$ cat config.mk
export PLATFORM = sky130hd
export DESIGN_NAME = dma_chain_chan
export DESIGN_NICKNAME = d
export VERILOG_FILES = /design/src/rtl/dma_chain_pkg.sv /design/src/rtl/dma_chain_regs.sv /design/src/rtl/dma_chain_fsm.sv /design/src/rtl/dma_chain_bus.sv /design/src/rtl/dma_chain_chan.sv
export SDC_FILE = /design/constraint.sdc
export NUM_CORES = 1
export LEC_CHECK = 0
export BUFFER_PORTS_ARGS = -buffer_cell sky130_fd_sc_hd__buf_2
export CAP_MARGIN = 20
export CORE_MARGIN = 4
export CORE_UTILIZATION = 40
export CTS_BUF_LIST = sky130_fd_sc_hd__clkbuf_16
export DETAILED_ROUTE_END_ITERATION = 10
export SLEW_MARGIN = 25
export SYNTH_ARGS = -nofsm -noshare
export SYNTH_HDL_FRONTEND = slang
export SYNTH_SLANG_ARGS = --single-unit
$ cat constraint.sdc
create_clock -name clk_i -period 6.5 [get_ports clk_i]
set_input_delay 0.65 -clock clk_i [delete_from_list [all_inputs] [get_ports clk_i]]
set_output_delay 0.65 -clock clk_i [all_outputs]
set_load 0.02 [all_outputs]
$ cat src/rtl/dma_chain_pkg.sv
`timescale 1ns/1ps
package dma_chain_pkg;
  localparam int unsigned WORD_W = 32;
  localparam int unsigned CNT_W  = 11;
  localparam int unsigned WC_LSB = 12;
  localparam int unsigned NREG   = 4;
  localparam logic [CNT_W-1:0] MAX_NARROW = CNT_W'(12'h3FF);
  localparam logic [CNT_W-1:0] MAX_WIDE   = CNT_W'(12'h7FF);

  typedef enum logic [1:0] {MODE_OFF = 2'd0, MODE_LIST = 2'd1, MODE_ONCE = 2'd2} mode_e;
  typedef enum logic [1:0] {ST_IDLE = 2'd0, ST_DESC = 2'd1, ST_WAIT = 2'd2, ST_XFER = 2'd3} stat_e;
  typedef enum logic [2:0] {S_IDLE, S_FETCH, S_CHECK, S_READ, S_WRITE, S_FINISH} state_e;
  typedef enum logic [1:0] {REG_DEV = 2'd0, REG_MEM = 2'd1, REG_SIZE = 2'd2, REG_NEXT = 2'd3} reg_sel_e;

  function automatic logic [2:0] elem_bytes(input logic [1:0] wc);
    case (wc)
      2'd3:    return 3'd1;
      2'd2:    return 3'd2;
      default: return 3'd4;
    endcase
  endfunction

  function automatic logic [WORD_W-1:0] elem_mask(input logic [1:0] wc);
    case (wc)
      2'd3:    return WORD_W'(32'h0000_00FF);
      2'd2:    return WORD_W'(32'h0000_FFFF);
      default: return '1;
    endcase
  endfunction

  function automatic logic size_legal(input logic [WORD_W-1:0] sz);
    logic [1:0]       wc;
    logic [CNT_W-1:0] c;
    wc = sz[WC_LSB +: 2];
    c  = sz[CNT_W-1:0];
    if (wc == 2'd1) return 1'b0;
    if (c == '0) return 1'b0;
    if (wc == 2'd0) return c <= MAX_WIDE;
    return c <= MAX_NARROW;
  endfunction

  function automatic logic [WORD_W-1:0] link_ptr(input logic [WORD_W-1:0] nx);
    return {nx[WORD_W-1:2], 2'b00};
  endfunction
endpackage

$ cat src/rtl/dma_chain_regs.sv
`timescale 1ns/1ps
module dma_chain_regs
  import dma_chain_pkg::*;
(
  input  logic              clk_i,
  input  logic              rst_ni,
  input  logic              idle_i,
  input  logic              host_we_i,
  input  logic [1:0]        host_sel_i,
  input  logic [WORD_W-1:0] host_wdata_i,
  input  logic              load_i,
  input  logic [1:0]        load_sel_i,
  input  logic [WORD_W-1:0] load_data_i,
  input  logic              adv_i,
  input  logic [2:0]        adv_bytes_i,
  output logic [WORD_W-1:0] dev_o,
  output logic [WORD_W-1:0] mem_o,
  output logic [WORD_W-1:0] size_o,
  output logic [WORD_W-1:0] next_o,
  output logic [WORD_W-1:0] rdata_o
);
  logic [WORD_W-1:0] regs_q [NREG];

  for (genvar g = 0; g < NREG; g++) begin : g_reg
    always_ff @(posedge clk_i or negedge rst_ni) begin
      if (!rst_ni) begin
        regs_q[g] <= '0;
      end else if (load_i && load_sel_i == 2'(g)) begin
        regs_q[g] <= load_data_i;
      end else if (host_we_i && idle_i && host_sel_i == 2'(g)) begin
        regs_q[g] <= host_wdata_i;
      end else if (g == int'(REG_MEM) && adv_i) begin
        regs_q[g] <= regs_q[g] + WORD_W'(adv_bytes_i);
      end
    end
  end

  assign dev_o   = regs_q[REG_DEV];
  assign mem_o   = regs_q[REG_MEM];
  assign size_o  = regs_q[REG_SIZE];
  assign next_o  = regs_q[REG_NEXT];
  assign rdata_o = regs_q[host_sel_i];

  AST_DEV_HOLD: assert property (@(posedge clk_i) disable iff (!rst_ni)
    (!idle_i && !load_i) |=> $stable(regs_q[REG_DEV]));
endmodule

$ cat src/rtl/dma_chain_fsm.sv
`timescale 1ns/1ps
module dma_chain_fsm
  import dma_chain_pkg::*;
(
  input  logic              clk_i,
  input  logic              rst_ni,
  input  logic [1:0]        mode_i,
  input  logic              start_i,
  input  logic              mem_ack_i,
  input  logic [WORD_W-1:0] mem_rdata_i,
  input  logic [WORD_W-1:0] size_i,
  input  logic [WORD_W-1:0] next_i,
  output state_e            state_o,
  output logic [1:0]        idx_o,
  output logic [WORD_W-1:0] ptr_o,
  output logic [WORD_W-1:0] data_o,
  output logic [1:0]        status_o,
  output logic              idle_o,
  output logic              load_o,
  output logic              adv_o,
  output logic              done_o,
  output logic              err_o
);
  state_e            state_q;
  logic [1:0]        idx_q;
  logic [WORD_W-1:0] ptr_q;
  logic [WORD_W-1:0] data_q;
  logic [CNT_W-1:0]  rem_q;
  logic              once_q;
  logic              done_q;
  logic              err_q;
  logic              abort;

  assign abort = (state_q != S_IDLE) && (mode_i == MODE_OFF);

  always_ff @(posedge clk_i or negedge rst_ni) begin
    if (!rst_ni) begin
      state_q <= S_IDLE;
      idx_q   <= '0;
      ptr_q   <= '0;
      data_q  <= '0;
      rem_q   <= '0;
      once_q  <= 1'b0;
      done_q  <= 1'b0;
      err_q   <= 1'b0;
    end else begin
      done_q <= 1'b0;
      err_q  <= 1'b0;
      if (abort) begin
        state_q <= S_IDLE;
      end else begin
        case (state_q)
          S_IDLE: if (start_i) begin
            if (mode_i == MODE_ONCE) begin
              once_q  <= 1'b1;
              state_q <= S_CHECK;
            end else if (mode_i == MODE_LIST) begin
              once_q  <= 1'b0;
              idx_q   <= '0;
              ptr_q   <= link_ptr(next_i);
              state_q <= S_FETCH;
            end
          end
          S_FETCH: if (mem_ack_i) begin
            idx_q <= idx_q + 2'd1;
            if (idx_q == 2'd3) state_q <= S_CHECK;
          end
          S_CHECK: begin
            if (!size_legal(size_i)) begin
              err_q   <= 1'b1;
              state_q <= S_IDLE;
            end else begin
              rem_q   <= size_i[CNT_W-1:0];
              state_q <= S_READ;
            end
          end
          S_READ: if (mem_ack_i) begin
            data_q  <= mem_rdata_i;
            state_q <= S_WRITE;
          end
          S_WRITE: if (mem_ack_i) begin
            rem_q   <= rem_q - CNT_W'(1);
            state_q <= (rem_q == CNT_W'(1)) ? S_FINISH : S_READ;
          end
          S_FINISH: begin
            done_q <= next_i[0];
            // follow only in chained runs
            if (next_i[1] && !once_q) begin
              idx_q   <= '0;
              ptr_q   <= link_ptr(next_i);
              state_q <= S_FETCH;
            end else begin
              state_q <= S_IDLE;
            end
          end
          default: state_q <= S_IDLE;
        endcase
      end
    end
  end

  always_comb begin
    case (state_q)
      S_IDLE:          status_o = ST_IDLE;
      S_FETCH:         status_o = ST_DESC;
      S_READ, S_WRITE: status_o = ST_XFER;
      default:         status_o = ST_WAIT;
    endcase
  end

  assign state_o = state_q;
  assign idx_o   = idx_q;
  assign ptr_o   = ptr_q;
  assign data_o  = data_q;
  assign idle_o  = (state_q == S_IDLE);
  assign load_o  = (state_q == S_FETCH) && mem_ack_i && !abort;
  assign adv_o   = (state_q == S_WRITE) && mem_ack_i && !abort;
  assign done_o  = done_q;
  assign err_o   = err_q;

  AST_DONE_ONE_CYCLE: assert property (@(posedge clk_i) disable iff (!rst_ni)
    done_q |=> !done_q);
  AST_ABORT_IDLE: assert property (@(posedge clk_i) disable iff (!rst_ni)
    abort |=> (state_q == S_IDLE && !done_q && !err_q));
  AST_REM_NONZERO: assert property (@(posedge clk_i) disable iff (!rst_ni)
    (state_q == S_READ) |-> (rem_q != '0));
endmodule

$ cat src/rtl/dma_chain_bus.sv
`timescale 1ns/1ps
module dma_chain_bus
  import dma_chain_pkg::*;
(
  input  state_e            state_i,
  input  logic [1:0]        idx_i,
  input  logic [WORD_W-1:0] ptr_i,
  input  logic [WORD_W-1:0] dev_i,
  input  logic [WORD_W-1:0] mem_i,
  input  logic              dir_i,
  input  logic [WORD_W-1:0] data_i,
  input  logic [1:0]        wc_i,
  output logic              req_o,
  output logic              we_o,
  output logic [WORD_W-1:0] addr_o,
  output logic [WORD_W-1:0] wdata_o,
  output logic [1:0]        wsz_o
);
  always_comb begin
    req_o   = 1'b0;
    we_o    = 1'b0;
    addr_o  = '0;
    wdata_o = '0;
    wsz_o   = 2'd2;
    case (state_i)
      S_FETCH: begin
        req_o  = 1'b1;
        addr_o = ptr_i + WORD_W'({idx_i, 2'b00});
      end
      S_READ: begin
        req_o  = 1'b1;
        addr_o = dir_i ? mem_i : dev_i;
        wsz_o  = elem_bytes(wc_i) == 3'd1 ? 2'd0 : (elem_bytes(wc_i) == 3'd2 ? 2'd1 : 2'd2);
      end
      S_WRITE: begin
        req_o   = 1'b1;
        we_o    = 1'b1;
        addr_o  = dir_i ? dev_i : mem_i;
        wdata_o = data_i & elem_mask(wc_i);
        wsz_o   = elem_bytes(wc_i) == 3'd1 ? 2'd0 : (elem_bytes(wc_i) == 3'd2 ? 2'd1 : 2'd2);
      end
      default: ;
    endcase
  end
endmodule

$ cat src/rtl/dma_chain_chan.sv
`timescale 1ns/1ps
module dma_chain_chan
  import dma_chain_pkg::*;
(
  input  logic        clk_i,
  input  logic        rst_ni,
  input  logic [1:0]  mode_i,
  input  logic        dir_i,
  input  logic        start_i,
  input  logic        cfg_we_i,
  input  logic [1:0]  cfg_sel_i,
  input  logic [31:0] cfg_wdata_i,
  output logic [31:0] cfg_rdata_o,
  output logic        mem_req_o,
  output logic        mem_we_o,
  output logic [31:0] mem_addr_o,
  output logic [31:0] mem_wdata_o,
  output logic [1:0]  mem_wsz_o,
  input  logic        mem_ack_i,
  input  logic [31:0] mem_rdata_i,
  output logic [1:0]  status_o,
  output logic        done_o,
  output logic        err_o
);
  state_e            state;
  logic [1:0]        idx;
  logic [WORD_W-1:0] ptr, data, dev, mem, size, next;
  logic              idle, load, adv;

  dma_chain_fsm i_fsm (
    .clk_i, .rst_ni, .mode_i, .start_i, .mem_ack_i, .mem_rdata_i,
    .size_i(size), .next_i(next),
    .state_o(state), .idx_o(idx), .ptr_o(ptr), .data_o(data),
    .status_o, .idle_o(idle), .load_o(load), .adv_o(adv),
    .done_o, .err_o
  );

  dma_chain_regs i_regs (
    .clk_i, .rst_ni, .idle_i(idle),
    .host_we_i(cfg_we_i), .host_sel_i(cfg_sel_i), .host_wdata_i(cfg_wdata_i),
    .load_i(load), .load_sel_i(idx), .load_data_i(mem_rdata_i),
    .adv_i(adv), .adv_bytes_i(elem_bytes(size[WC_LSB +: 2])),
    .dev_o(dev), .mem_o(mem), .size_o(size), .next_o(next), .rdata_o(cfg_rdata_o)
  );

  dma_chain_bus i_bus (
    .state_i(state), .idx_i(idx), .ptr_i(ptr), .dev_i(dev), .mem_i(mem),
    .dir_i, .data_i(data), .wc_i(size[WC_LSB +: 2]),
    .req_o(mem_req_o), .we_o(mem_we_o), .addr_o(mem_addr_o),
    .wdata_o(mem_wdata_o), .wsz_o(mem_wsz_o)
  );

  AST_IDLE_NO_REQ: assert property (@(posedge clk_i) disable iff (!rst_ni)
    (status_o == ST_IDLE) |-> !mem_req_o);
  AST_REQ_HOLD: assert property (@(posedge clk_i) disable iff (!rst_ni)
    (mem_req_o && !mem_ack_i && mode_i != MODE_OFF) |=> (mem_req_o && $stable(mem_addr_o)));
endmodule

Word level (Yosys, flattened, before mapping)
Index checks and enable logic that the tools add are counted.
Operators by class
  bitwise gates (word level): 3
  $add $sub $neg: 4
  eq/ne operators: 34
  reduce and logical (&&, ||, !) cells: 40
  order comparisons: 3
  multiplexer cells: 82
Operators by type and width (number)
  2-to-1 mux 32 bit: 19
  one-hot mux 32 bit (2 select lines): 2
  one-hot mux 32 bit (3 select lines): 1
  binary-select mux 32 bit (select 2 bit): 1
  2-to-1 mux 3 bit: 11
  adder 32 x 3 -> 32 bit: 1
  adder 32 x 4 -> 32 bit: 1
  AND 32 bit: 1
  2-to-1 mux 1 bit: 30
  2-to-1 mux 11 bit: 2
  one-hot mux 11 bit (2 select lines): 1
  2-to-1 mux 2 bit: 10
  one-hot mux 3 bit (6 select lines): 1
  logical AND 1 bit: 15
  inequality test 3 bit, second input constant: 5
  equality test 2 bit, second input constant: 7
  equality test 3 x 2 -> 1 bit, second input constant: 4
  one-hot mux 2 bit (3 select lines): 2
  AND reduction 6 bit: 2
  nonzero test 2 bit: 6
  equality test 11 x 1 -> 1 bit, second input constant: 1
  <= comparator 11 x 10 -> 1 bit, second input constant: 1
  <= comparator 11 bit, second input constant: 1
  zero test 11 bit: 1
  22 further kinds: 40
Storage, ports and cells
  logic and storage cells: 178
  output and inout port bits: 104
  flip-flop bits (word level): 211
  input port bits: 74

Logic depth before layout (Yosys ltp)
Gate-level depths: netlist (run 1).
  word-level depth: 19
  depth in mapped cells: 11
  gate-level depth less buffers: 9

Modules after synthesis
Synthesis (run 1) repeated with hierarchy kept, for this count alone.
Unflattened totals
  cell total of the unflattened synthesis: 1352
  area, all modules: 13256.5 sq um
Modules (own cells, without submodules)
  dma_chain_regs: cells an instance 744, sequential area each 3203.1 sq um, instances 1, area each 7497.2 sq um
  dma_chain_fsm: cells an instance 299, sequential area each 2026.9 sq um, instances 1, area each 3738.6 sq um
  dma_chain_bus: cells an instance 306, sequential area each 0.0 sq um, instances 1, area each 2000.7 sq um
  dma_chain_chan: cells an instance 3, sequential area each 0.0 sq um, instances 1, area each 20.0 sq um

Least setup slack after synthesis (run 1)
OpenSTA, ideal clock, no wires.
  kind: register to register
  start: register i_regs.regs_q, in the netlist i_regs.size_o[13]
  end: register i_regs.regs_q, in the netlist i_regs.mem_o[30]
  library setup time: 0.121 ns
  buffers on the path: 2
  clock period less this slack: 2.726 ns
  required time: 6.379 ns
  arrival time: 2.605 ns
  stages on the path, launching flop included: 12
  slack: 3.774 ns
  cells stage by stage: dfrtp_1 > and2_1 > inv_1 > ha_1 > ha_1 > nor2b_1 > or2_2 > clkbuf_1 > and3_1 > buf_2 > a221o_1 > a22o_1
On the way
  cells in the longest elaborated chain, start to end: 6
  elaborated cells on any way between the ends: 7
  those cells by class: 1 x add/sub; 2 x eq/ne; 4 x mux
RTL lines
  start, declared: line dma_chain_regs.sv:22  | logic [WORD_W-1:0] regs_q [NREG];
  start signal, assigned by index: line dma_chain_regs.sv:29  | regs_q[g] <= load_data_i;
  start signal, assigned by index: line dma_chain_regs.sv:31  | regs_q[g] <= host_wdata_i;
  start signal, assigned by index: line dma_chain_regs.sv:33  | regs_q[g] <= regs_q[g] + WORD_W'(adv_bytes_i);
  equality test 2 bit: line dma_chain_pkg.sv:16  | case (wc)
  one-hot mux 3 bit (2 select lines) *: line dma_chain_pkg.sv:16
  adder 32 x 3 -> 32 bit *: line dma_chain_regs.sv:33
  2-to-1 mux 32 bit *: line dma_chain_regs.sv:32  | end else if (g == int'(REG_MEM) && adv_i) begin
  2-to-1 mux 32 bit *: line dma_chain_regs.sv:30  | end else if (host_we_i && idle_i && host_sel_i == 2'(g)) begin
  2-to-1 mux 32 bit *: line dma_chain_regs.sv:28  | end else if (load_i && load_sel_i == 2'(g)) begin
Mark *: on every way between the ends. The rest lies on a longest branch, timed or not. The select of a mux whose other input is x is not followed.
A chain may end at the register's enable or synchronous reset.

Worst setup path after layout (run 1)
  start: register i_fsm.state_q[2], in the netlist i_fsm.state_o[2]
  end: output mem_addr_o[31]
On the way
  cells in the longest elaborated chain, start to end: 2
  elaborated cells on any way between the ends: 4
  those cells by class: 3 x eq/ne; 1 x mux
RTL lines
  start, declared: line dma_chain_fsm.sv:24  | state_e state_q;
  start signal, assigned: line dma_chain_fsm.sv:83  | state_q <= (rem_q == CNT_W'(1)) ? S_FINISH : S_READ;
  equality test 3 bit (tied with other cells)
  one-hot mux 32 bit (3 select lines) *: line dma_chain_bus.sv:25  | case (state_i)
  end, declared: line dma_chain_chan.sv:16  | output logic [31:0] mem_addr_o,
Mark *: on every way between the ends. The rest lies on a longest branch, timed or not.

==> summary.txt, run 1 <==
Timing
  – Actual slew at the worst max-slew pin: about 1.0 ns
  – Final Hold Violating Endpoints: 0
  – Setup-failing EPs final: 0
  – Setup TNS: 0 ns
  – Fmax: 0.2337 GHz
  – Final slew viol count: 0
  – RSZ-0062 raised after global routing: false
  – Fin crit period: 4.279 ns
  – Period utilization: 0.6584
  – Relative slew slack: 0.3142
  – Fin Clk Skew: 0.02014 ns

Drt
  – Avg WL per Cell: about 24 microns
  – First DRT Iteration DRCs: around 1.2k
  – Total Wirelength: approximately 45,000 microns
  – DR vias/cell: between 6 and 7
  – DRT antenna net count: 0
  – Detailed-route via count: between 10k and 15k
  – 1st-pass router iterations: 6
  – DRC Markers: 0

Global route
  – Grt ovf: 0
  – GRT Util Overall: 0.2561
  – Pin count of the biggest net entering global routing: about 100
  – First-pass GRT wire length: between 60,000 and 70,000 microns
  – Initial antenna violation count: 1
  – Vias in the first global route: approximately 12k

Setup path
  – CP Launch Type: flip-flop
  – Reg2reg start: i_regs.size_o[13]$_DFFE_PN0P_
  – Crit end category: output pin
  – RR Endpoint: i_regs.mem_o[26]$_DFFE_PN0P_
  – CP startpoint: i_fsm.state_o[2]$_DFFE_PN0P_
  – Worst R2R Setup Slack: around 2.8 ns
  – WS Path Type: flip-flop to output pin
  – CP Data Required Time: approximately 6 ns
  – Crit path to: mem_addr_o[31]
  – WP data arrival: 3.63 ns
  – Reg2reg path depth: 9
  – CP Max Fanout: 98

Floorplanning
  – Die Ht: roughly 190 microns
  – Core area: approximately 31,000 sq um
  – I/O pin cnt: between 150 and 200
  – Die X: between 150 and 200 microns
  – Die area: around 34,000 sq um
  – Initial Util: 0.4084
  – Rows: 64

Status
  – Outcome: finished, final reports clean

Flow run
  – Max cap viols: 0

Pwr
  – Leak: 6.594 nW
  – Power Dens Cells: around 440 nW/um^2
  – Max IR drop VDD: about 0.00024 V

Logic synthesis
  – Synth Instances: roughly 1.3k
  – EDFF count, synth: 0
  – Sequential share of the synthesized area: 0.4153
  – Ys async rst share: 1.000
  – Yosys cell types: 77
  – Synth Flop Type: dfrtp_1
  – Synth Cell Area: roughly 13,000 sq um
  – Flops & latches, synth: ~210
  – Post-synthesis net count: roughly 1.4k
  – Syn. warnings: 0
  – Syn Area/Cell: between 9 and 10 sq um

CTS
  – Clock Sink Count: approximately 210
  – Clock Path Buffers: 3
  – Total CTS buffers: 26
  – CTS tree: built
  – H-tree depth: 1
  – Clock root buffer: clkbuf_16
  – Setup Fix Bufs, Post-CTS: 0
  – Post_cts resized: 0
  – CTS Hold Bufs: 0
  – CTS clock-pin slew for the worst setup and hold paths: around 0.06 ns
  – Clock Latency Late Sink: about 0.55 ns

Layout
  – Layout fillers: between 2k and 3k
  – Layout cell share with drive strength beyond 1: 0.2474
  – Final Instance Area: approximately 15,000 sq um
  – Nets: 1,519
  – Area grow syn2layout: 15.18%
  – Core Util, Final: 0.4705

Placed design
  – DP HPWL: just under 30,000 microns
  – GPL Wtd Cong: about 0.91
  – PortBufs: between 150 and 200
  – Post-DP Area: 13,660 sq um

Hold path
  – HP Class: primary input to async pin
[state kept, by name, indices dropped and copies added, names as in the netlist]
register	count
i_fsm.done_o	1
i_fsm.err_o	1
i_fsm.ptr_o	30
i_regs.dev_o	32
i_fsm.idx_o	2
i_regs.mem_o	32
i_regs.size_o	32
i_fsm.data_o	32
i_fsm.state_o	3
i_regs.next_o	32
i_fsm.rem_q	11
i_fsm.once_q	1
[worst min-delay path by stage]
| stage | from | to |
|---|---|---|
| after floorplan | rst_ni | i_fsm.data_o[0]$_DFFE_PN0P_ |
| after global placement | i_regs.size_o[25]$_DFFE_PN0P_ | i_regs.size_o[25]$_DFFE_PN0P_ |
| after detailed placement | i_regs.size_o[25]$_DFFE_PN0P_ | i_regs.size_o[25]$_DFFE_PN0P_ |
| after CTS | rst_ni | i_regs.size_o[7]$_DFFE_PN0P_ |
| after global routing | rst_ni | i_fsm.data_o[6]$_DFFE_PN0P_ |
| final | rst_ni | i_fsm.data_o[6]$_DFFE_PN0P_ |
[power breakdown]
group | internal [mW] | leakage (nW) | switching [mW]
Sequential | 1.91 | 2.60 | 0.699
Clock | 0.807 | 0.416 | 0.598
Combinational | 0.974 | 3.58 | 1.33
[logic make-up after synthesis]
| kind of cell | Yosys count | synth area share |
|---|---|---|
| and+or+nand+nor | 463 | 0.1738 |
| AOI/OAI and AO/OA | 355 | 0.2046 |
| DFF | 209 | 0.4153 |
| buffers and inverters | 140 | 0.04760 |
| muxes | 99 | 0.1170 |
| xor gates and xnor gates | 34 | 0.02365 |
| adders and majority gates | 17 | 0.01808 |
[synth_stat cells (all sizes together) (20+ instances only)]
cell / instances / share of area
nand2: 261 / 0.078
dfrtp: 209 / 0.42
a22oi: 104 / 0.062
clkbuf: 74 / 0.022
mux2: 65 / 0.058
a221oi: 62 / 0.044
buf: 42 / 0.018
o22ai: 42 / 0.021
and3: 41 / 0.020
nor2: 40 / 0.012
a21oi: 38 / 0.015
o21ai: 36 / 0.014
mux4: 32 / 0.057
inv: 24 / 0.0072
xnor2: 22 / 0.015
nand3: 20 / 0.0083
nor3: 20 / 0.0083
[per-layer routing]
| layer | up-vias | global-route usage | part of all wire |
|---|---|---|---|
| li1 | 5172 | - | - |
| met1 | 5791 | 0.3681 | 0.44 |
| met2 | 592 | 0.3932 | 0.45 |
| met3 | 84 | 0.04969 | 0.090 |
| met4 | 2 | 0.07575 | 0.027 |
| met5 | - | 0.01143 | 0.0010 |
[metrics by stage]
stage,power [mW],hold slack (ns),setup WS (ns),std cells
floorplan,4.052,0.3544,3.774,1317
global placement,4.827,0.4567,2.896,1795
detailed placement,4.884,0.4619,2.845,1795
CTS,6.305,0.1147,2.281,1842
global route,6.702,0.1430,2.048,1844
finish,6.316,0.09979,2.221,1844
[area by class of cell]
cell class                      count  area [sq um]  area share
Antenna cell                        1         2.502   0.0001725
Tap cell                          396         495.5     0.03416
Clock buffer                       26         650.6     0.04486
Clock inverter                     21         162.7     0.01121
Inverter                           24         91.34    0.006297
Sequential cell                   209          5230      0.3606
Multi-Input combinational cell    968          6794      0.4684
Timing Repair Buffer              199          1077     0.07428
[layout by cell type (no fill, tap or decap), types with 3 or more instances in the layout]
master,Yosys,layout
a311oi_1,4,4
a31oi_1,13,13
a221oi_1,61,61
xor2_1,12,12
mux4_2,32,32
nor2_1,40,34
buf_2,35,176
nand2b_1,9,8
a211oi_1,4,4
o22a_1,5,5
a21o_1,4,4
clkinv_1,0,6
inv_1,23,27
nand3_1,19,19
a22o_1,4,4
nor4_1,10,10
and3_1,41,40
and4_1,8,8
clkbuf_16,0,26
nor3_1,19,19
xnor2_1,22,22
o31ai_1,4,4
nand4_1,14,14
nor2_2,0,6
a21oi_1,38,37
dfrtp_1,209,209
or2_2,4,4
o311ai_0,8,8
o21ai_0,35,35
ha_1,15,15
buf_4,4,20
o22ai_1,42,42
or3_1,3,3
a22oi_1,104,104
mux2_2,65,65
nor2b_1,3,3
and2_1,14,14
clkinv_2,0,7
nand2_1,261,261
[worst max-delay path: stages (launching register included)]
cell and delay (ns):
dfrtp_1 0.55, or3b_1 0.57, clkinv_2 0.34, buf_4 0.84
a221oi_1 0.22, o22ai_1 0.34, buf_2 0.24
No activity file was read; power rests on OpenSTA's default activity.
==> run 2: changes to the inputs <==
--- a/config.mk
+++ b/config.mk
@@ -5,6 +5,7 @@
 export SDC_FILE = /design/constraint.sdc
 export NUM_CORES = 1
 export LEC_CHECK = 0
+export ABC_AREA = 1
 export BUFFER_PORTS_ARGS = -buffer_cell sky130_fd_sc_hd__buf_2
 export CAP_MARGIN = 20
 export CORE_MARGIN = 4
==> constraint.sdc (replaced) <==
create_clock -name clk_i -period 3.99 [get_ports clk_i]
set_input_delay 0.399 -clock clk_i [delete_from_list [all_inputs] [get_ports clk_i]]
set_output_delay 0.399 -clock clk_i [all_outputs]
set_load 0.02 [all_outputs]
==> run 2 against run 1 <==
Against the previous run: area after synthesis up 8.3%; critical path depth increased by 9; clock skew increased by 0.0035 ns; register-to-register slack got worse by 1.8 ns; non-clock buffer count rose by 7; setup slack worse by 1.7 ns; clock-buffer cell count up 1; die area rose by 7.9%; sequential power increased by 54%; global-route usage rose by 4.0 points; power increased by 86%; hold slack improved by 0.0093 ns; largest power group is now combinational logic.
==> summary.txt, run 2 <==
Status
  – Outcome: finished, final reports clean (unchanged)

Setup path
  – CP Max Fanout: 5 (was 98)
  – Worst R2R Setup Slack: 1.08 ns (was 2.84 ns)
  – Critical path depth: 15 (was 6)
  – Buf+Inv Stages, Crit Path: 3 (unchanged)
  – CP Data Required Time: 3.59 ns (was 5.85 ns)
  – WP data arrival: 3.11 ns (was 3.63 ns)
  – Critical path's slowest cell: dfrtp_1 (was buf_4)
  – Crit end category: output pin (unchanged)
  – Crit path cell chain: ha_1, inv_1, fa_1, nor2_1, nand2_1, inv_1, nand2_1, nor2_4, nand2_1, nor2_1, nor2_1, nor2_1, nand2_1, nand2_1, buf_2 (was or3b_1, clkinv_2, buf_4, a221oi_1, o22ai_1, buf_2)
  – CP Launch Type: flip-flop (unchanged)
  – Cell family with most CP delay: simple AND/OR/NAND/NOR gates (was buffers and inverters)
  – WS Path Type: flip-flop to output pin (unchanged)
  – Reg2reg path depth: 14 (was 9)
  – Slowest stage delay, CP: 0.40 ns (was 0.84 ns)
  – RR Endpoint: i_regs.mem_o[28]$_DFFE_PN0P_ (was i_regs.mem_o[26]$_DFFE_PN0P_)
  – Reg2reg start: i_regs.size_o[13]$_DFFE_PN0P_ (unchanged)
  – CP most frequent cell: nand2_1

Layout
  – Layout cell share with drive strength beyond 1: 0.1403 (was 0.2474)
  – Area grow syn2layout: 14.84% (was 15.18%)
  – Commonest non-fill, non-tap cell in the layout: nand2_1 (unchanged)
  – Final Instance Area: 15,660 sq um (was 14,500 sq um)
  – Most frequent cells in the layout: nand2_1, inv_1, dfrtp_1 (was nand2_1, dfrtp_1, buf_2)
  – Inserted Diodes: 0 (was 1)
  – Nets: 2,146 (was 1,519)

Logic synthesis
  – Post-Synth Adder-Cell Area: 0.01670 (was 0.01808)
  – Most frequent cells after synthesis: nand2_1, inv_1, dfrtp_1, nor2_1, o21ai_0 (was nand2_1, dfrtp_1, a22oi_1, clkbuf_1, mux2_2)
  – Synth Flop Type: dfrtp_1 (unchanged)
  – Synth Cell Area: 13,640 sq um (was 12,590 sq um)
  – Post-Synth Simple-Gate Area: 0.2631 (was 0.1738)
  – Area leader, netlist: dfrtp_1 (unchanged)
  – Syn Area/Cell: 7.072 sq um (was 9.561 sq um)
  – Synth Instances: 1,928 (was 1,317)
  – Share of the synthesized area in the top cell type: 0.3836 (was 0.4153)
  – Mux share of post-synthesis cell area: 0.01973 (was 0.1170)
  – Largest family of logic cells by synthesized area: simple AND/OR/NAND/NOR gates (was compound AO/OA/AOI/OAI gates)
  – EDFF count, synth: 0 (unchanged)
  – Count leader, synth: nand2_1 (unchanged)
  – Sequential share of the synthesized area: 0.3836 (was 0.4153)
  – Fraction of the mapped netlist area in compound gates: 0.2055 (was 0.2046)
  – Post-synthesis net count: 2,019 (was 1,408)
  – Syn. warnings: 0 (unchanged)
  – Flops & latches, synth: 209 (unchanged)
  – XOR/XNOR Fraction of Synth Area: 0.004496 (was 0.02365)
  – Area contributors post-synth: dfrtp_1, nand2_1, o221ai_1 (was dfrtp_1, nand2_1, a22oi_1)
  – Ys async rst share: 1.000 (unchanged)
  – Yosys cell types: 41 (was 77)

Drt
  – Avg WL per Cell: 22.01 microns (was 24.31 microns)
  – Total Wirelength: 55,500 microns (was 44,830 microns)
  – First DRT Iteration DRCs: 1,661 (was 1,171)
  – DR vias/cell: 5.739 (was 6.313)
  – Detailed-route via count: 14.47k (was 11.64k)
  – DRC Markers: 0 (unchanged)
  – DRT antenna net count: 0 (unchanged)
  – 1st-pass router iterations: 6 (unchanged)

Global route
  – GR Layer Usage met3: 0.06096 (was 0.04969)
  – Grt met1 use: 0.4335 (was 0.3681)
  – Busiest grt layer: met2 (unchanged)
  – Vias in the first global route: 13.70k (was 11.58k)
  – Grt ovf: 0 (unchanged)
  – Pin count of the biggest net entering global routing: 110 (was 99)
  – First-pass GRT wire length: 84,620 microns (was 69,270 microns)
  – GRT Util Overall: 0.2963 (was 0.2561)
  – Initial antenna violation count: 1 (unchanged)
  – GRT met2 Usage: 0.4465 (was 0.3932)

CTS
  – CTS clock-pin slew for the worst setup and hold paths: 0.07 ns (was 0.06 ns)
  – Clock root buffer: clkbuf_16 (unchanged)
  – Clock Latency Late Sink: 0.55 ns (about the same)
  – Post_cts resized: 0 (unchanged)
  – Clock Sink Count: 209 (unchanged)
  – Clock Path Buffers: 3 (unchanged)
  – H-tree depth: 1 (unchanged)
  – CTS tree: built (unchanged)
  – Total CTS buffers: 26 (unchanged)

Floorplanning
  – I/O pin cnt: 178 (unchanged)
  – Die area: 37,110 sq um (was 34,380 sq um)
  – Initial Util: 0.4056 (was 0.4084)
  – Rows: 67 (was 64)
  – Core area: 33,620 sq um (was 30,830 sq um)
  – Die X: 192.6 microns (was 185.4 microns)
  – Die Ht: 192.6 microns (was 185.4 microns)

Pwr
  – Power Dens Cells: 752.0 nW/um^2 (was 435.5 nW/um^2)
  – Max IR drop VDD: 0.0003408 V (was 0.0002392 V)
  – Leak: 7.722 nW (was 6.594 nW)

Timing
  – Setup-failing EPs final: 0 (unchanged)
  – Relative slew slack: 0.3757 (was 0.3142)
  – Actual slew at the worst max-slew pin: 0.9365 ns (was 1.029 ns)
  – Fin Clk Skew: 0.02368 ns (was 0.02014 ns)
  – Period utilization: 0.8791
  – Fmax: around 0.29 GHz
  – Fin worst setup slack: 0.4822 ns (was 2.221 ns)
  – Final Hold Violating Endpoints: 0 (unchanged)
  – RSZ-0062 raised after global routing: false (unchanged)
  – Setup TNS: 0 ns (unchanged)
  – Hold WS: 0.1091 ns (was 0.09979 ns)
  – Fin crit period: 3.508 ns
  – Final slew viol count: 0 (unchanged)

Hold path
  – Hold_sp: mem_rdata_i[17]
  – WHS Path Cells: 3
  – Hold Crit Endpoint: i_regs.dev_o[17]$_DFFE_PN0P_
  – HP Class: primary input to flip-flop (was primary input to async pin)

Placed design
  – PortBufs: 177 (unchanged)
  – DP HPWL: 40,030 microns (was 29,480 microns)
  – GPL Wtd Cong: 0.9531 (was 0.9056)
  – Setup slack after placement: 1.025 ns (was 2.845 ns)
  – Post-DP Area: 14,860 sq um (was 13,660 sq um)

Flow run
  – Max cap viols: 0 (unchanged)
-- run 2: cell families after synthesis --
group,count (synthesis)
xor+xnor,7
buf+inv,363
simple gates,882
mux,24
flops,209
fa+ha+maj,17
compound gates,426
-- run 2: layout make-up --
cell class | instances | area, sq um
Clock buffer | 27 | 675.6
Clock inverter | 20 | 111.4
Fill cell | 3507 | 17960
Inverter | 256 | 960.9
Multi-Input combinational cell | 1356 | 6977
Sequential cell | 209 | 5230
Tap cell | 448 | 560.5
Timing Repair Buffer | 206 | 1144
-- run 2: through the flow --
step / instances / power (mW) / util
2_1_floorplan: 1928 / 7.550 / -
3_3_place_gp: 2474 / 9.350 / 0.4421
3_5_place_dp: 2474 / 9.463 / 0.4421
4_1_cts: 2522 / 11.74 / 0.4658
5_1_grt: 2522 / 12.67 / 0.4658
6_report: 2522 / 11.78 / 0.4658
-- run 2: worst max-delay path by stage --
stage | startpoint | to | slack, ns
final | i_fsm.idx_o[0]$_DFFE_PN0P_ | mem_addr_o[20] | 0.48
after global routing | i_fsm.idx_o[0]$_DFFE_PN0P_ | mem_addr_o[20] | 0.19
after CTS | i_fsm.idx_o[0]$_DFFE_PN0P_ | mem_addr_o[20] | 0.48
after detailed placement | i_fsm.idx_o[0]$_DFFE_PN0P_ | mem_addr_o[20] | 1.03
after global placement | i_fsm.idx_o[0]$_DFFE_PN0P_ | mem_addr_o[20] | 1.11
after floorplan | i_fsm.idx_o[0]$_DFFE_PN0P_ | mem_addr_o[6] | 1.45
-- run 2: where the power goes --
part	internal [mW]	switching [mW]	total [mW]
Sequential	3.12	0.896	4.02
Combinational	1.82	3.71	5.53
Clock	1.27	0.952	2.23
-- run 2: timing repair --
item | in CTS | in global routing
hold endpoints to repair | 43 | 0
buffers inserted | 0 | 0
hold buffers | 1 | 0
setup endpoints to repair | 0 | 0
-- run 2: per-layer routing --
layer  vias up  routed length [microns]
li1       6684                        -
met1      6951                    24330
met2       736                    24180
met3       101                     5337
met4         2                     1643
met5         -                       13
-- run 2: tightest hold or removal path, stage by stage --
cell and delay [ns]:
buf_2 0.11, nand2_1 0.05, o221ai_1 0.05
==> run 3: changes to the inputs <==
--- a/config.mk
+++ b/config.mk
@@ -6,12 +6,12 @@
 export NUM_CORES = 1
 export LEC_CHECK = 0
 export ABC_AREA = 1
-export BUFFER_PORTS_ARGS = -buffer_cell sky130_fd_sc_hd__buf_2
 export CAP_MARGIN = 20
 export CORE_MARGIN = 4
 export CORE_UTILIZATION = 40
 export CTS_BUF_LIST = sky130_fd_sc_hd__clkbuf_16
 export DETAILED_ROUTE_END_ITERATION = 10
+export DONT_BUFFER_PORTS = 1
 export SLEW_MARGIN = 25
 export SYNTH_ARGS = -nofsm -noshare
 export SYNTH_HDL_FRONTEND = slang
==> run 3 against run 2 <==
Against the previous run: the flow now finishes with violations (hold timing); power shrank 0.57%; fmax shrank 0.25%; setup slack lost 0.0087 ns; routed wire length grew 1.1%; utilization shrank 0.76 points; sequential share of layout area grew 0.55 points; sequential power is essentially flat; largest cell class unchanged; clock-buffer cell count is the same.
==> summary.txt, run 3 (synthesized netlist as in run 2, its figures left out) <==
Setup path
  – CP most frequent cell: nand2_1 (unchanged)
  – Critical path's slowest cell: dfrtp_1 (unchanged)
  – Crit path cell chain: ha_1, inv_1, fa_1, nor2_1, nand2_1, inv_1, nand2_1, nor2_4, nand2_1, nor2_1, nor2_1, nor2_1, nand2_1, nand2_1 (was ha_1, inv_1, fa_1, nor2_1, nand2_1, inv_1, nand2_1, nor2_4, nand2_1, nor2_1, nor2_1, nor2_1, nand2_1, nand2_1, buf_2)
  – CP Launch Type: flip-flop (unchanged)
  – Buf+Inv Stages, Crit Path: 2 (was 3)
  – CP Max Fanout: 5 (unchanged)
  – WS Path Type: flip-flop to output pin (unchanged)
  – Crit end category: output pin (unchanged)
  – CP Data Required Time: 3.59 ns (about the same)
  – WP data arrival: 3.12 ns (was 3.11 ns)
  – Slowest stage delay, CP: 0.41 ns (was 0.40 ns)
  – Cell family with most CP delay: simple AND/OR/NAND/NOR gates (unchanged)

Pwr
  – Power Dens Cells: 760.1 nW/um^2 (was 752.0 nW/um^2)
  – Max IR drop VDD: 0.0003718 V (was 0.0003408 V)
  – Leak: 7.254 nW (was 7.722 nW)
  – Tot Pwr: 11.71 mW (was 11.78 mW)

Timing
  – Fin crit period: 3.517 ns (was 3.508 ns)
  – Period utilization: 0.8813 (was 0.8791)
  – Relative slew slack: 0.3413 (was 0.3757)
  – Final slew viol count: 0 (unchanged)
  – Fmax: 0.2844 GHz (was 0.2851 GHz)
  – Fin Clk Skew: 0.02641 ns (was 0.02368 ns)
  – Setup-failing EPs final: 0 (unchanged)
  – RSZ-0062 raised after global routing: false (unchanged)
  – Final Hold Violating Endpoints: 209 (was 0)
  – Hold WS: -0.4641 ns (was 0.1091 ns)
  – Actual slew at the worst max-slew pin: 0.9869 ns (was 0.9365 ns)
  – Setup TNS: 0 ns (unchanged)

CTS
  – CTS Hold Bufs: 33 (was 1)
  – Clock Sink Count: 209 (unchanged)
  – Total CTS buffers: 26 (unchanged)
  – Post_cts resized: 0 (unchanged)
  – Clock Latency Late Sink: 0.56 ns (was 0.55 ns)
  – Clock Path Buffers: 3 (unchanged)
  – H-tree depth: 1 (unchanged)
  – Setup Fix Bufs, Post-CTS: 0 (unchanged)
  – CTS tree: built (unchanged)
  – CTS clock-pin slew for the worst setup and hold paths: 0.06 ns (was 0.07 ns)
  – Clock root buffer: clkbuf_16 (unchanged)

Placed design
  – DP HPWL: 39,470 microns (was 40,030 microns)
  – PortBufs: 0 (was 177)
  – GPL Wtd Cong: 0.9467 (was 0.9531)
  – Post-DP Area: 14,220 sq um (was 14,860 sq um)
  – Dpl cells: 2,330 (was 2,474)

Floorplanning
  – Die area: 37,110 sq um (unchanged)
  – Initial Util: 0.4056 (unchanged)
  – Core area: 33,620 sq um (unchanged)
  – Die Ht: 192.6 microns (unchanged)
  – Rows: 67 (unchanged)
  – Die X: 192.6 microns (unchanged)
  – I/O pin cnt: 178 (unchanged)

Drt
  – DRT antenna net count: 0 (unchanged)
  – Avg WL per Cell: 23.25 microns (was 22.01 microns)
  – First DRT Iteration DRCs: 1,646 (was 1,661)
  – 1st-pass router iterations: 8 (was 6)
  – DR vias/cell: 5.840 (was 5.739)
  – Detailed-route via count: 14.09k (was 14.47k)
  – Total Wirelength: 56,090 microns (was 55,500 microns)
  – DRC Markers: 0 (unchanged)

Global route
  – Initial antenna violation count: 4 (was 1)
  – Grt ovf: 0 (unchanged)
  – GRT Util Overall: 0.2961 (was 0.2963)
  – Vias in the first global route: 13.30k (was 13.70k)
  – Pin count of the biggest net entering global routing: 210 (was 110)
  – First-pass GRT wire length: 83,730 microns (was 84,620 microns)

Layout
  – Layout fillers: 3,403 (was 3,507)
  – Sequential Area: 5230 sq um (unchanged)
  – Final Instance Area: 15,400 sq um (was 15,660 sq um)
  – Most frequent cells in the layout: nand2_1, inv_1, dfrtp_1 (unchanged)
  – Final Instance Count excl. Fillers: 2,412 (was 2,522)
  – Nets: 2,034 (was 2,146)
  – Core Util, Final: 0.4582 (was 0.4658)
  – Area grow syn2layout: 12.97% (was 14.84%)
  – Commonest non-fill, non-tap cell in the layout: nand2_1 (unchanged)
  – Multi-input gate area: 6977 sq um (unchanged)
  – Layout cell share with drive strength beyond 1: 0.07743 (was 0.1403)

Flow run
  – Max cap viols: 0 (unchanged)

Hold path
  – HP Class: primary input to async pin (was primary input to flip-flop)

Status
  – Failing checks: hold timing
  – Outcome: complete, but fails checks (was finished, final reports clean)
-- run 3: changes by cell type in the layout (fill, tap and decap cells not counted), sizes merged --
cell         change
buf            -144
dlygate4sd3     +32
bufinv           +2
inv              -2
clkinv           +1
diode            +1
-- run 3: stage by stage --
step	hold WS, ns	worst slack (ns)
after floorplan	0.1034	1.452
after global placement	0.1120	1.125
after detailed placement	0.1129	1.071
after CTS	-0.4668	0.5074
after global routing	-0.4789	0.2019
final	-0.4641	0.4735
-- run 3: area by class of cell --
class	count	share of cell area
timing repair buffer	94	0.05361
inverter	256	0.06238
antenna	1	0.0001625
tap	448	0.03639
multi-input combinational	1356	0.4529
sequential	209	0.3395
clock buffer	27	0.04386
clock inverter	21	0.01113
-- run 3: path summary, 6_finish.rpt --
check | start | endpoint | slack, ns | cells past startpoint
max | i_fsm.idx_o[0]$_DFFE_PN0P_ | mem_addr_o[20] | 0.47 | 14
min | rst_ni | i_fsm.rem_q[2]$_DFFE_PN0P_ | -0.46 | 0
max reg2reg | i_regs.size_o[13]$_DFFE_PN0P_ | i_regs.mem_o[26]$_DFFE_PN0P_ | 1.00 | 15
min reg2reg | i_fsm.data_o[17]$_DFFE_PN0P_ | i_fsm.data_o[17]$_DFFE_PN0P_ | 0.50 | 2
max in group asynchronous | rst_ni | i_regs.next_o[14]$_DFFE_PN0P_ | 4.06 | 0
min in group clk_i | mem_rdata_i[7] | i_fsm.data_o[7]$_DFFE_PN0P_ | 0.01 | 2
-- run 3: power by group --
| part | switching (mW) | internal (mW) |
|---|---|---|
| Clock | 0.994 | 1.41 |
| Combinational | 3.59 | 1.68 |
| Sequential | 0.905 | 3.12 |
| Total | 5.49 | 6.22 |
-- run 3: per-layer routing --
layer | share of wire | vias up | track usage
li1 | - | 6470 | -
met1 | 0.42 | 6638 | 0.4132
met2 | 0.44 | 840 | 0.4464
met3 | 0.11 | 131 | 0.08285
met4 | 0.034 | 6 | 0.09408
met5 | 0.00077 | - | 0
